`config.mk`:
```
export PLATFORM = sky130hd
export DESIGN_NAME = stage_trigger_seq
export DESIGN_NICKNAME = d
export VERILOG_FILES = /design/src/rtl/trig_pkg.sv /design/src/rtl/trig_stage_regs.sv /design/src/rtl/trig_stage_match.sv /design/src/rtl/trig_seq_fsm.sv /design/src/rtl/stage_trigger_seq.sv
export SDC_FILE = /design/constraint.sdc
export NUM_CORES = 1
export LEC_CHECK = 0
export BUFFER_PORTS_ARGS = -buffer_cell sky130_fd_sc_hd__buf_2
export CAP_MARGIN = 20
export CORE_AREA = 2 2 162 228
export CTS_BUF_LIST = sky130_fd_sc_hd__clkbuf_4
export CTS_CLUSTER_SIZE = 14
export DETAILED_ROUTE_END_ITERATION = 8
export DIE_AREA = 0 0 164 230
export PLACE_DENSITY = 0.86
export SYNTH_ARGS = -nofsm -noshare
export SYNTH_HDL_FRONTEND = slang
export SYNTH_SLANG_ARGS = --single-unit
export TNS_END_PERCENT = 5
```
`constraint.sdc`:
```
create_clock -name clk -period 4.9 [get_ports clk]
set_clock_uncertainty 0.1 [all_clocks]
set_input_delay 0.49 -clock clk [delete_from_list [all_inputs] [get_ports clk]]
set_output_delay 0.49 -clock clk [all_outputs]
set_load 0.01 [all_outputs]
```
`src/rtl/trig_pkg.sv`:
```
package trig_pkg;
   typedef enum logic [1:0] {
      TRG_IDLE  = 2'd0,
      TRG_RUN   = 2'd1,
      TRG_FIRED = 2'd2
   } trg_state_e;
endpackage

```
`src/rtl/trig_stage_regs.sv`:
```
module trig_stage_regs #(
   parameter int          N_STAGES  = 4,
   parameter int          CH_W      = 32,
   parameter int          OPC_W     = 8,
   parameter int          CFG_W     = 32,
   parameter logic [7:0]  OP_MASK   = 8'hC0,
   parameter logic [7:0]  OP_VALUE  = 8'hC1,
   parameter logic [7:0]  OP_CFG    = 8'hC2,
   parameter int          OP_STRIDE = 4,
   parameter int          START_BIT = 27
) (
   input  logic                           clk,
   input  logic                           rst_n,
   input  logic                           load,
   input  logic                           wr_en,
   input  logic [OPC_W-1:0]               wr_op,
   input  logic [CFG_W-1:0]               wr_data,
   output logic [N_STAGES-1:0][CH_W-1:0]  act_mask,
   output logic [N_STAGES-1:0][CH_W-1:0]  act_val,
   output logic [N_STAGES-1:0]            act_start
);
   logic [N_STAGES-1:0][CH_W-1:0] stg_mask;
   logic [N_STAGES-1:0][CH_W-1:0] stg_val;
   logic [N_STAGES-1:0]           stg_start;

   for (genvar s = 0; s < N_STAGES; s++) begin : g_stage
      localparam logic [OPC_W-1:0] MY_MASK  = OPC_W'(int'(OP_MASK)  + s * OP_STRIDE);
      localparam logic [OPC_W-1:0] MY_VALUE = OPC_W'(int'(OP_VALUE) + s * OP_STRIDE);
      localparam logic [OPC_W-1:0] MY_CFG   = OPC_W'(int'(OP_CFG)   + s * OP_STRIDE);

      logic hit_mask, hit_val, hit_cfg;
      assign hit_mask = wr_en && (wr_op == MY_MASK);
      assign hit_val  = wr_en && (wr_op == MY_VALUE);
      assign hit_cfg  = wr_en && (wr_op == MY_CFG);

      always_ff @(posedge clk or negedge rst_n) begin
         if (!rst_n) begin
            stg_mask[s]  <= '0;
            stg_val[s]   <= '0;
            stg_start[s] <= 1'b0;
         end else begin
            if (hit_mask) stg_mask[s]  <= wr_data[CH_W-1:0];
            if (hit_val)  stg_val[s]   <= wr_data[CH_W-1:0];
            if (hit_cfg)  stg_start[s] <= wr_data[START_BIT];
         end
      end

      always_ff @(posedge clk or negedge rst_n) begin
         if (!rst_n) begin
            act_mask[s]  <= '0;
            act_val[s]   <= '0;
            act_start[s] <= 1'b0;
         end else if (load) begin
            act_mask[s]  <= stg_mask[s];
            act_val[s]   <= stg_val[s];
            act_start[s] <= stg_start[s];
         end
      end
   end
endmodule

```
`src/rtl/trig_stage_match.sv`:
```
module trig_stage_match #(
   parameter int N_STAGES = 4,
   parameter int CH_W     = 32
) (
   input  logic [CH_W-1:0]                sample,
   input  logic [N_STAGES-1:0][CH_W-1:0]  act_mask,
   input  logic [N_STAGES-1:0][CH_W-1:0]  act_val,
   output logic [N_STAGES-1:0]            hit
);
   for (genvar s = 0; s < N_STAGES; s++) begin : g_cmp
      logic [CH_W-1:0] diff;
      assign diff   = (sample ^ act_val[s]) & act_mask[s];
      assign hit[s] = ~|diff;
   end
endmodule

```
`src/rtl/trig_seq_fsm.sv`:
```
module trig_seq_fsm
   import trig_pkg::*;
#(
   parameter int N_STAGES = 4,
   localparam int IDX_W   = $clog2(N_STAGES)
) (
   input  logic                 clk,
   input  logic                 rst_n,
   input  logic                 arm,
   input  logic                 sample_en,
   input  logic [N_STAGES-1:0]  hit,
   input  logic [N_STAGES-1:0]  start_flag,
   output logic [IDX_W-1:0]     stage_idx,
   output logic                 armed,
   output logic                 triggered,
   output logic                 start_pulse
);
   localparam logic [IDX_W-1:0] LAST = IDX_W'(N_STAGES - 1);

   trg_state_e      state_q;
   logic [IDX_W-1:0] stage_q;
   logic            pulse_q;
   logic            cur_hit, cur_start;

   assign cur_hit   = hit[stage_q];
   assign cur_start = start_flag[stage_q];

   always_ff @(posedge clk or negedge rst_n) begin
      if (!rst_n) begin
         state_q <= TRG_IDLE;
         stage_q <= '0;
         pulse_q <= 1'b0;
      end else begin
         pulse_q <= 1'b0;
         if (arm) begin
            state_q <= TRG_RUN;
            stage_q <= '0;
         end else if (state_q == TRG_RUN && sample_en && cur_hit) begin
            if (cur_start) begin
               state_q <= TRG_FIRED;
               pulse_q <= 1'b1;
            end else if (stage_q != LAST) begin
               stage_q <= stage_q + 1'b1;
            end
         end
      end
   end

   assign stage_idx   = stage_q;
   assign armed       = (state_q == TRG_RUN);
   assign triggered   = (state_q == TRG_FIRED);
   assign start_pulse = pulse_q;
endmodule

```
`src/rtl/stage_trigger_seq.sv`:
```
module stage_trigger_seq #(
   parameter int          N_STAGES  = 4,
   parameter int          CH_W      = 32,
   parameter int          OPC_W     = 8,
   parameter int          CFG_W     = 32,
   parameter logic [7:0]  OP_MASK   = 8'hC0,
   parameter logic [7:0]  OP_VALUE  = 8'hC1,
   parameter logic [7:0]  OP_CFG    = 8'hC2,
   parameter int          OP_STRIDE = 4,
   parameter int          START_BIT = 27,
   localparam int         IDX_W     = $clog2(N_STAGES)
) (
   input  logic              clk,
   input  logic              rst_n,
   input  logic              arm,
   input  logic              wr_en,
   input  logic [OPC_W-1:0]  wr_op,
   input  logic [CFG_W-1:0]  wr_data,
   input  logic              sample_en,
   input  logic [CH_W-1:0]   sample,
   output logic              start_pulse,
   output logic              armed,
   output logic              triggered,
   output logic [IDX_W-1:0]  stage_idx
);
   if (N_STAGES < 2 || N_STAGES > 16) begin : g_bad_stages
      $error("N_STAGES must lie in 2..16");
   end
   if (CH_W > CFG_W) begin : g_bad_width
      $error("CH_W must not exceed CFG_W");
   end
   if (START_BIT >= CFG_W) begin : g_bad_flag
      $error("START_BIT outside configuration word");
   end
   if (int'(OP_CFG) + (N_STAGES - 1) * OP_STRIDE >= (1 << OPC_W)) begin : g_bad_opc
      $error("opcode range exceeds OPC_W");
   end

   logic [N_STAGES-1:0][CH_W-1:0] act_mask;
   logic [N_STAGES-1:0][CH_W-1:0] act_val;
   logic [N_STAGES-1:0]           act_start;
   logic [N_STAGES-1:0]           hit;

   trig_stage_regs #(
      .N_STAGES(N_STAGES), .CH_W(CH_W), .OPC_W(OPC_W), .CFG_W(CFG_W),
      .OP_MASK(OP_MASK), .OP_VALUE(OP_VALUE), .OP_CFG(OP_CFG),
      .OP_STRIDE(OP_STRIDE), .START_BIT(START_BIT)
   ) u_regs (
      .clk(clk), .rst_n(rst_n), .load(arm),
      .wr_en(wr_en), .wr_op(wr_op), .wr_data(wr_data),
      .act_mask(act_mask), .act_val(act_val), .act_start(act_start)
   );

   trig_stage_match #(.N_STAGES(N_STAGES), .CH_W(CH_W)) u_match (
      .sample(sample), .act_mask(act_mask), .act_val(act_val), .hit(hit)
   );

   trig_seq_fsm #(.N_STAGES(N_STAGES)) u_fsm (
      .clk(clk), .rst_n(rst_n), .arm(arm), .sample_en(sample_en),
      .hit(hit), .start_flag(act_start),
      .stage_idx(stage_idx), .armed(armed), .triggered(triggered),
      .start_pulse(start_pulse)
   );
endmodule

```
# [After elaboration in Yosys (flattened, before gate mapping)]
# Index checks and enable logic that the tools add are counted.
[classes] addsub=1 order_cmp=1 eq_ne=16 mux=14 bitwise=8 n_reduce_logical=27
[ops] operator="$and A32 B32 Y32" count=4
[ops] operator="$reduce_or A32 Y1" count=4
[ops] operator="$xor A32 B32 Y32" count=4
[ops] operator="$eq A8 B8 Y1 const B" count=12
[ops] operator="$logic_and A1 B1 Y1" count=14
[ops] operator="$mux W2" count=7
[ops] operator="$reduce_bool A2 Y1" count=3
[ops] operator="$mux W1" count=5
[ops] operator="$bmux W1 S2" count=2
[ops] operator="$logic_not A1 Y1" count=4
[ops] operator="$ne A2 B2 Y1 const B" count=2
[ops] operator="$lt A2 B3 Y1 const B" count=1
[ops] operator="$reduce_and A3 Y1" count=1
[ops] operator="$add A2 B1 Y2 const B" count=1
[ops] operator="$eq A2 B1 Y1 const B" count=1
[ops] operator="$eq A2 B2 Y1 const B" count=1
[ops] operator="$reduce_and A2 Y1" count=1
[word_totals] register_bits=525 inputBits=77 out_inout_bits=5

# [Depth between registers and ports, before layout]
# Gate-level depths: netlist of run 1.
[depth] ltp_word=9 mapped_depth=8 ltp_nobuf=8

# [Cells and area by module]
# A second synthesis of run 1 with hierarchy kept.
[unflattened] hier_cells=1355 hier_area_um2=21395.5
[by_module_without_submodules] mod="trig_stage_regs" instances=1 cells_per_inst=1120 area_each_um2=19359.8 seq_area_each_um2=13012.5
[by_module_without_submodules] mod="trig_stage_match" instances=1 cells_per_inst=212 area_each_um2=1745.4 seq_area_each_um2=0.0
[by_module_without_submodules] mod="trig_seq_fsm" instances=1 cells_per_inst=23 area_each_um2=290.3 seq_area_each_um2=125.1

# [Worst setup path before layout of run 1]
# OpenSTA, ideal clock, no wires.
[synth_path] path_type="input -> register" start="input port sample[4]" end="register u_fsm.state_q[0]" arrival_ps=2035 required_ps=4683 slack_ps=2648 path_stages=8 path_buffers=0 cell_sequence="xor2_1 -> a22o_1 -> a221oi_2 -> nand4_1 -> or4_4 -> o211ai_2 -> and4_4 -> nor2_1"
[synth_between] elab_chain_cells=9
[synth_lines] item="from (decl)" line="stage_trigger_seq.sv:20" rtl="input logic [CH_W-1:0] sample,"
[synth_lines] item="$xor A32 B32 Y32" line="trig_stage_match.sv:12" rtl="assign diff = (sample ^ act_val[s]) & act_mask[s];"
[synth_lines] item="$and A32 B32 Y32" line="trig_stage_match.sv:12"
[synth_lines] item="$reduce_or A32 Y1" line="trig_stage_match.sv:13" rtl="assign hit[s] = ~|diff;"
[synth_lines] item="$logic_not A1 Y1" line="trig_stage_match.sv:13"
[synth_lines] item="$bmux W1 S2 *" line="trig_seq_fsm.sv:25" rtl="assign cur_hit = hit[stage_q];"
[synth_lines] item="$mux W1 (implied by the code) *" line="trig_seq_fsm.sv:25"
[synth_lines] item="$logic_and A1 B1 Y1 *" line="trig_seq_fsm.sv:38" rtl="end else if (state_q == TRG_RUN && sample_en && cur_hit) begin"
[synth_lines] item="$reduce_bool A2 Y1 (no source line) *"
[synth_lines] item="$reduce_and A2 Y1 (no source line) *"
[synth_lines] item="to (signal assigned)" line="trig_seq_fsm.sv:30" rtl="state_q <= TRG_IDLE;"
[synth_lines] item="to (signal assigned)" line="trig_seq_fsm.sv:36" rtl="state_q <= TRG_RUN;"
[synth_lines] item="to (signal assigned)" line="trig_seq_fsm.sv:40" rtl="state_q <= TRG_FIRED;"
[synth_lines] item="to (decl)" line="trig_seq_fsm.sv:20" rtl="trg_state_e state_q;"
# Every way passes the cells marked *; elsewhere a longest branch is shown, timed or not. The select of a mux whose other input is x is not followed.
# A chain may end at the register's enable or synchronous reset.

# [Final worst setup path of run 1]
[layout_path] start="input port wr_op[0]" end="register u_regs.stg_val[117] in the netlist's numbering"
[layout_between] elab_chain_cells=2
[layout_lines] item="from (decl)" line="stage_trigger_seq.sv:17" rtl="input logic [OPC_W-1:0] wr_op,"
[layout_lines] item="$eq A8 B8 Y1" line="trig_stage_regs.sv:33" rtl="assign hit_val = wr_en && (wr_op == MY_VALUE);"
[layout_lines] item="$logic_and A1 B1 Y1" line="trig_stage_regs.sv:33"
[layout_lines] item="to (signal, indexed assignment)" line="trig_stage_regs.sv:43" rtl="if (hit_val) stg_val[s] <= wr_data[CH_W-1:0];"
[layout_lines] item="to (decl)" line="trig_stage_regs.sv:23" rtl="logic [N_STAGES-1:0][CH_W-1:0] stg_val;"
# Every way passes these cells.

==> flow_metrics.env, run 1 <==
export IMPL_status="finished clean"
export IMPL_place_hpwl_um=31200
export IMPL_drive_gt1_share_pct=18.2
export IMPL_r2r_setup_slack_ns=2.35
export IMPL_io_buffers=81
export IMPL_synth_most_common_cell="dfrtp_1"
export IMPL_holdBufCountCts=36
export IMPL_grt_pass1_wl_um=75700
export IMPL_slew_violations=0
export IMPL_nFillCells=2375
export IMPL_ctsResizeCount=0
export IMPL_syn_num_nets=1433
export IMPL_netlist_area_sq_um=21200
export IMPL_fin_nets=1630
export IMPL_cts_buffers=116
export IMPL_crit_path_end="u_regs.stg_val[117]"
export IMPL_crit_arrival_ns=3.19
export IMPL_drc=0
export IMPL_timing_rr_end="u_fsm.state_q[1]"
export IMPL_synthArstFlopShare_pct=100
export IMPL_initial_core_util_pct=59.6
export IMPL_yosysSeqAreaShare_pct=61.9
export IMPL_final_period_utilization_pct=53.4
export IMPL_yosysTopAreaCell="dfrtp_1"
export IMPL_drtIter0Drc=717
export IMPL_worstPathRequired_ns=5.47
export IMPL_period_needed_ns=2.62
export IMPL_antenna_found_initial=3
export IMPL_vias=12304
export IMPL_overflow=0
export IMPL_stdcell_count=2108
export IMPL_clkSinkCount=525
export IMPL_cts_tree="built"
export IMPL_r2r_cells=7
export IMPL_synthCells=1355
export IMPL_ios=82
export IMPL_synth_top_area_share_pct=61.9
export IMPL_path_class="input pin to flop"
export IMPL_dieWidth_um=164
export IMPL_power_density_nw_per_um2=365
export IMPL_cts_root_buf="clkbuf_4"
export IMPL_netlist_top_cells_count="dfrtp_1, mux2_1, xor2_1, a22oi_1, clkbuf_1"
export IMPL_total_power_w=0.00881
export IMPL_clkTransAtPathRegs_ns=0.07
export IMPL_synth_area_leaders="dfrtp_1, mux2_1, xor2_1"
export IMPL_tightest_slew_ns=1.09
export IMPL_cts_buffer_depth=3
export IMPL_synth_main_ff_cell="dfrtp_1"
export IMPL_core_area_sq_um=35600
export IMPL_drt_vias_per_instance=5.84
export IMPL_yosys_warnings=0
export IMPL_leakagePower_nw=13.1
export IMPL_hold_violations=0
export IMPL_finalSetupViolCount=0
export IMPL_holdWs_ns=0.0849
export IMPL_regToRegStartpoint="u_regs.act_val[83]"
export IMPL_dieArea_sq_um=37700
export IMPL_rsz0062_at_grt="false"
export IMPL_ys_types=34
export IMPL_critical_path_endpoint_type="flop"
export IMPL_post_cts_buffers=0
export IMPL_postSynthAreaPerCell_sq_um=15.7
export IMPL_fmax_mhz=382
export IMPL_track_usage_pct=26.7
export IMPL_vdd_drop_max_mv=0.190
export IMPL_critPathMaxFanout=25
export IMPL_worstSetupStartpointType="input pin"
export IMPL_dp_cells=1860
export IMPL_chipHeight_um=230
export IMPL_synth_edf_count=0
export IMPL_clock_latency_ns=0.84
export IMPL_routedWlPerCell_um=22.7
export IMPL_grt_pass1_vias=13550
export IMPL_drt_total_wl_um=47900
export IMPL_hold_path_class="input pin to flop"
export IMPL_crit_path_start="wr_op[0]"
export IMPL_tns_ns=0
export IMPL_relSlewSlack_pct=27.1
export IMPL_maxCapViolations=0
export IMPL_grt_max_degree=106
export IMPL_syn_to_final_growth_pct=13.7
export IMPL_htree_levels=3
export IMPL_rows=82
export IMPL_ant_nets=0
export IMPL_place_congestion=0.797
export IMPL_synth_seq_cells=525
export IMPL_first_pass_iters=5
## worst max-delay path, cell delays in order
cell and delay (ns):
dlygate4sd3_1 0.52, buf_2 0.11, nor3b_1 0.52, nand4_1 0.61, buf_4 0.53, mux2_1 0.37
## worst min-delay path by stage
| stage | from | slack [ns] | cells after the start | to |
|---|---|---|---|---|
| finish | wr_en | 0.08 | 5 | u_regs.stg_start[2] |
| global route | wr_en | 0.08 | 4 | u_regs.stg_start[0] |
| CTS | wr_en | 0.03 | 5 | u_regs.stg_start[2] |
| detailed placement | u_regs.stg_mask[8] | 0.37 | 1 | u_regs.stg_mask[8] |
| global placement | u_regs.stg_mask[72] | 0.36 | 1 | u_regs.stg_mask[72] |
| floorplan | rst_n | 0.09 | 0 | u_fsm.stage_idx[0] |
## layer usage
layer  wire length (um)  part of all wire (%)  global-route usage, %
met1              19700                    41                   34.0
met2              24800                    52                   45.0
met3               1930                   4.0                   5.05
met4               1460                   3.0                   11.0
met5                  8                 0.017                      0
## metrics by stage
stage	setup WS (ns)	util (%)	cell area, sq um
floorplan	2.65	-	21200
global placement	1.88	62.4	22200
detailed placement	1.80	62.5	22300
CTS	2.35	67.8	24100
global route	2.20	67.8	24100
finish	2.28	67.8	24100
## report_power, final
part           switching [W]  internal, W  total [W]
clock network        0.00167      0.00173    0.00340
logic               0.000425     0.000294   0.000719
registers           0.000138      0.00456    0.00469
total                0.00223      0.00658    0.00881
## placed cells by master (no fill, tap or decap), types with 3 or more instances in the layout
master         instances
clkbuf_4             174
dlygate4sd3_1         36
nand4_1               17
buf_4                 12
a21oi_1                6
clkinv_2               5
a222oi_1               4
buf_12                 5
a22o_1                 4
nand3_1                4
buf_2                 79
a22oi_1               48
mux2_1               518
xor2_1               128
clkinv_1              26
dfrtp_1              525
nor2_1                 5
nor3b_1                3
nand2_1                5
clkinvlp_4             3
nand2_2                3
## kinds of logic (layout without fill, tap and decap cells)
| group | after synthesis | after routing | share of synthesized area (%) |
|---|---|---|---|
| adder cells (fa/ha/maj) | 1 | 1 | 0.0589 |
| flip-flops | 525 | 525 | 61.9 |
| buffers and inverters | 58 | 348 | 1.10 |
| XOR/XNOR | 128 | 128 | 5.28 |
| AO/OA/AOI/OAI | 70 | 70 | 2.60 |
| multiplexers | 521 | 521 | 27.7 |
| AND/OR/NAND/NOR | 52 | 52 | 1.42 |
| other | 0 | 1 | 0 |
## registers in the layout (all words and copies together) (netlist names)
| register | cells |
|---|---|
| u_regs.act_mask | 128 |
| u_regs.act_val | 128 |
| u_regs.stg_mask | 128 |
| u_regs.stg_val | 128 |
| u_regs.act_start | 4 |
| u_regs.stg_start | 4 |
| u_fsm.stage_idx | 2 |
| u_fsm.state_q | 2 |
| u_fsm.start_pulse | 1 |
## cell type report
type	instances	area (sq um)	area share [%]
diodes	1	2.50	0.0104
clock buffers	174	1310	5.41
clock inverters	37	214	0.886
inverters	2	7.51	0.0311
multi-input cells	772	7900	32.7
flip-flops and latches	525	13100	54.4
well taps	462	578	2.39
repair buffers	135	1000	4.16
Power figures use the tool's default switching activity.
==> run 2: changes to the inputs <==
Settings changed: CORE_AREA 2 2 162 228 to 2 2 165 232, DIE_AREA 0 0 164 230 to 0 0 167 234, PLACE_DENSITY 0.86 to 0.87.
Clock period 4.9 ns to 2.28 ns, I/O delays scaled along.
==> flow_metrics.env, run 2 (synthesized netlist as in run 1, its figures left out) <==
export IMPL_dieWidth_um=167
export IMPL_p_sw_share_pct=25.1
export IMPL_critPathMaxFanout=5
export IMPL_routedWlPerCell_um=22.7
export IMPL_clkPwrFrac_pct=38.7
export IMPL_finalSetupViolCount=5
export IMPL_drc=0
export IMPL_mostFrequentLayoutCells="dfrtp_1, mux2_1, clkbuf_4"
export IMPL_grt_pass1_wl_um=77700
export IMPL_period_needed_ns=2.39
export IMPL_vdd_drop_max_mv=0.369
export IMPL_hold_path_class="input pin to flop"
export IMPL_first_pass_iters=5
export IMPL_clock_latency_ns=0.86
export IMPL_crit_slowest_cell="or4_4"
export IMPL_worstSetupStartpointType="flop"
export IMPL_power_density_nw_per_um2=773
export IMPL_cts_tree="built"
export IMPL_drt_total_wl_um=49500
export IMPL_final_period_utilization_pct=105
export IMPL_status="finished with violations"
export IMPL_path_class="flop to flop"
export IMPL_p_comb_share_pct=8.8
export IMPL_seq_power_share_pct=52.5
export IMPL_cts_root_buf="clkbuf_4"
export IMPL_slew_violations=0
export IMPL_crit_chain="xor2_1 -> a22o_1 -> a221oi_2 -> buf_4 -> nand4_1 -> or4_4 -> o211ai_4 -> and4_4 -> nor2_1"
export IMPL_rows=84
export IMPL_total_power_w=0.0192
export IMPL_critical_path_endpoint_type="flop"
export IMPL_cts_buffer_depth=3
export IMPL_setup_ws_ns=-0.109
export IMPL_hold_violations=0
export IMPL_antenna_found_initial=3
export IMPL_rsz0062_at_grt="true"
export IMPL_mostFrequentLayoutCell="dfrtp_1"
export IMPL_switchingPower_w=0.00482
export IMPL_grt_max_degree=76
export IMPL_overflow=0
export IMPL_multi_input_area_sq_um=7920
export IMPL_post_cts_buffers=0
export IMPL_drive_gt1_share_pct=20.1
export IMPL_ant_nets=0
export IMPL_dieArea_sq_um=39100
export IMPL_vias=12509
export IMPL_place_hpwl_um=33100
export IMPL_fin_util_pct=67.0
export IMPL_htree_levels=3
export IMPL_worstPathRequired_ns=2.91
export IMPL_fin_nets=1689
export IMPL_internal_power_w=0.0144
export IMPL_leakagePower_nw=13.4
export IMPL_fmax_mhz=419
export IMPL_place_congestion=0.860
export IMPL_relSlewSlack_pct=59.8
export IMPL_maxCapViolations=0
export IMPL_cts_buffers=115
export IMPL_tightest_slew_ns=0.601
export IMPL_nFillCells=2449
export IMPL_io_buffers=81
export IMPL_core_area_sq_um=37100
export IMPL_crit_arrival_ns=3.02
export IMPL_drt_vias_per_instance=5.74
export IMPL_syn_to_final_growth_pct=17.0
export IMPL_slowest_delay_ns=0.55
export IMPL_drtIter0Drc=671
export IMPL_clkSinkCount=525
export IMPL_clkTransAtPathRegs_ns=0.07
export IMPL_track_usage_pct=26.0
export IMPL_initial_core_util_pct=57.2
export IMPL_ios=82
export IMPL_chipHeight_um=234
export IMPL_ff_latch_area_sq_um=13100
export IMPL_grt_pass1_vias=13927
export IMPL_violations="negative setup slack"
[run 2: final timing paths]
kind                                startpoint              endpoint  slack, ns  depth (start not counted)
max                        u_regs.act_val[100]      u_fsm.state_q[0]      -0.11                          9
min                                wr_data[23]    u_regs.stg_val[55]       0.15                          3
max reg2reg                u_regs.act_val[100]      u_fsm.state_q[0]      -0.11                          9
min reg2reg                 u_regs.stg_val[80]    u_regs.act_val[80]       0.32                          1
max in group asynchronous                rst_n  u_regs.stg_mask[121]       1.14                          4
min in group asynchronous                rst_n   u_regs.act_mask[42]       0.51                          4
[run 2: worst max-delay path: cells and delay by family (launching register included)]
| family | cells | cell delay [ns] |
|---|---|---|
| xor+xnor | 1 | 0.16 |
| compound gates | 3 | 0.54 |
| flops | 1 | 0.39 |
| buf+inv | 1 | 0.17 |
| simple gates | 4 | 0.96 |
[run 2: routing by layer]
| metal | GRT usage, % | vias to the layer above | share of wire, % |
|---|---|---|---|
| met4 | 13.4 | 2 | 4.2 |
| met1 | 31.0 | 6608 | 40 |
| met3 | 5.00 | 122 | 4.3 |
| li1 | - | 5448 | - |
| met2 | 45.3 | 329 | 51 |
| met5 | 0 | - | 0.026 |
[run 2: power by group through the flow]
stage | Combinational [W] | Sequential (W) | Clock, W
floorplan | 0.000791 | 0.0102 | 0
global placement | 0.00155 | 0.0102 | 0
detailed placement | 0.00161 | 0.0103 | 0
CTS | 0.00170 | 0.0101 | 0.00758
global route | 0.00182 | 0.0101 | 0.00805
finish | 0.00169 | 0.0101 | 0.00744
[run 2: area by class of cell]
cell class | count | area share, %
clock inverters | 46 | 1.25
repair buffers | 195 | 6.64
multi-input cells | 772 | 31.9
inverters | 2 | 0.0302
diodes | 2 | 0.0201
well taps | 473 | 2.38
flip-flops and latches | 525 | 52.9
clock buffers | 163 | 4.92
[run 2: timing repair]
action / in CTS / in global routing
setup endpoints to repair: 5 / 5
gates resized for setup: 5 / 0
pin swaps: 7 / 3
hold buffers: 45 / 0
endpoints found under the hold margin: 936 / 0
[run 2: per-stage QoR]
| stage | cells | hold WS, ns | worst slack [ns] | setup TNS (ns) | cell area [sq um] |
|---|---|---|---|---|---|
| 4_1_cts | 2176 | 0.0940 | -0.117 | -0.360 | 24800 |
| 3_5_place_dp | 1922 | 0.115 | -0.238 | -0.957 | 22800 |
| 6_report | 2178 | 0.152 | -0.109 | -0.298 | 24800 |
| 2_1_floorplan | 1355 | -0.168 | 0.163 | 0 | 21200 |
| 3_3_place_gp | 1922 | 0.116 | -0.244 | -0.958 | 22800 |
| 5_1_grt | 2178 | 0.136 | -0.193 | -0.755 | 24800 |
==> run 3: changes to the inputs <==
Settings changed: GPL_TIMING_DRIVEN from default to 0.
==> flow_metrics.env, run 3 (synthesized netlist as in run 1, its figures left out) <==
export IMPL_ant_nets=0
export IMPL_critical_path_endpoint_type="flop"
export IMPL_finalSetupViolCount=5
export IMPL_status="finished with violations"
export IMPL_worstPathRequired_ns=2.93
export IMPL_violations="negative setup slack"
export IMPL_placed_area_sq_um=22400
export IMPL_drt_total_wl_um=54700
export IMPL_drt_vias_per_instance=5.91
export IMPL_grt_pass1_vias=13858
export IMPL_slew_violations=0
export IMPL_period_needed_ns=2.55
export IMPL_chipHeight_um=234
export IMPL_grt_pass1_wl_um=82900
export IMPL_first_pass_iters=5
export IMPL_routedWlPerCell_um=25.3
export IMPL_fmax_mhz=393
export IMPL_clkTransAtPathRegs_ns=0.07
export IMPL_worstSetupStartpointType="flop"
export IMPL_crit_arrival_ns=3.20
export IMPL_maxCapViolations=0
export IMPL_dieArea_sq_um=39100
export IMPL_htree_levels=3
export IMPL_core_area_sq_um=37100
export IMPL_relSlewSlack_pct=21.4
export IMPL_clkSinkCount=525
export IMPL_initial_core_util_pct=57.2
export IMPL_tns_ns=-1.17
export IMPL_drtIter0Drc=798
export IMPL_hold_path_class="input pin to flop"
export IMPL_antenna_found_initial=1
export IMPL_place_congestion=0.878
export IMPL_hold_violations=0
export IMPL_stdcell_count=2163
export IMPL_drive_gt1_share_pct=17.5
export IMPL_mostFrequentLayoutCell="dfrtp_1"
export IMPL_post_place_ws_ns=-0.696
export IMPL_setup_ws_ns=-0.268
export IMPL_critPathMaxFanout=4
export IMPL_vias=12777
export IMPL_mostFrequentLayoutCells="dfrtp_1, mux2_1, clkbuf_4"
export IMPL_syn_to_final_growth_pct=14.8
export IMPL_power_density_nw_per_um2=777
export IMPL_total_power_w=0.0189
export IMPL_tightest_slew_ns=1.18
export IMPL_grt_max_degree=131
export IMPL_final_area_sq_um=24400
export IMPL_rows=84
export IMPL_cts_tree="built"
export IMPL_place_hpwl_um=37800
export IMPL_path_class="flop to flop"
export IMPL_ios=82
export IMPL_dieWidth_um=167
export IMPL_cts_buffer_depth=3
export IMPL_leakagePower_nw=13.1
export IMPL_vdd_drop_max_mv=0.415
export IMPL_overflow=0
export IMPL_cts_buffers=116
export IMPL_fin_nets=1684
export IMPL_io_buffers=80
export IMPL_cts_root_buf="clkbuf_4"
export IMPL_dp_cells=1914
export IMPL_track_usage_pct=28.8
export IMPL_final_period_utilization_pct=112
export IMPL_drc=0
export IMPL_rsz0062_at_grt="true"
export IMPL_clock_latency_ns=0.86
==> run 3: cell types whose count changed in the layout (fill, tap and decap cells not counted), moves of 4 or more <==
cell	before	now
buf_12	19	1
bufinv_16	5	1
buf_1	0	16
clkinv_2	5	1
buf_4	50	1
buf_2	79	91
nand2_2	4	0
nand2_1	4	8
clkbuf_4	163	171
clkinv_1	36	23
clkbuf_1	0	28
==> run 3: what timing repair did <==
action                                  4_1_cts  5_1_grt
gates resized for setup                       6        9
pin swaps                                    10        6
setup buffers                                 0        1
hold buffers                                 46        0
endpoints found under the setup margin        5      248
endpoints found under the hold margin       537        0
==> run 3: layer usage <==
layer	GRT usage, %	vias up	routed length (um)
met3	5.77	151	3250
met4	18.2	0	3390
met5	0	-	0
li1	-	5425	-
met1	33.9	6730	20600
met2	48.8	471	27400
==> run 3: worst paths after layout <==
check	startpoint	endpoint	slack (ns)	cells past startpoint
min	wr_op[7]	u_regs.stg_mask[127]	0.08	5
max in group asynchronous	rst_n	u_regs.act_val[24]	0.26	5
max	u_regs.act_val[62]	u_fsm.state_q[0]	-0.27	8
min reg2reg	u_regs.stg_mask[88]	u_regs.act_mask[88]	0.35	1
max reg2reg	u_regs.act_val[62]	u_fsm.state_q[0]	-0.27	8
min in group asynchronous	rst_n	u_regs.act_start[0]	0.37	3
==> run 3: power breakdown <==
| part | total, W | leakage (nW) | switching, W | internal [W] |
|---|---|---|---|---|
| Sequential | 0.0101 | 7.24 | 0.000309 | 0.00979 |
| Clock | 0.00711 | 0.859 | 0.00357 | 0.00354 |
| Combinational | 0.00173 | 5.04 | 0.00104 | 0.000685 |
==> run 3: worst max-delay path, cell delays in order (launching register included) <==
cell and delay, ns:
dfrtp_1 0.40, xor2_1 0.20, a22o_1 0.32, a221oi_4 0.29, nand4_1 0.33, nor4_4 0.31
or3_4 0.21, and4_4 0.24, nor2_2 0.04
==> run 3: through the flow <==
stage | hold WS [ns] | util (%)
2_1_floorplan | -0.168 | -
3_3_place_gp | 0.362 | 59.9
3_5_place_dp | 0.170 | 60.3
4_1_cts | 0.00190 | 65.6
5_1_grt | 0.0887 | 65.7
6_report | 0.0760 | 65.7
==> run 3: area by class of cell <==
class,instances,area (sq um)
inverter,2,7.51
fill,2504,12700
multi-input combinational,772,7950
tap,473,592
clock inverter,30,164
clock buffer,171,1280
buffer,56,225
timing repair buffer,133,1020
antenna,1,2.50
sequential,525,13100
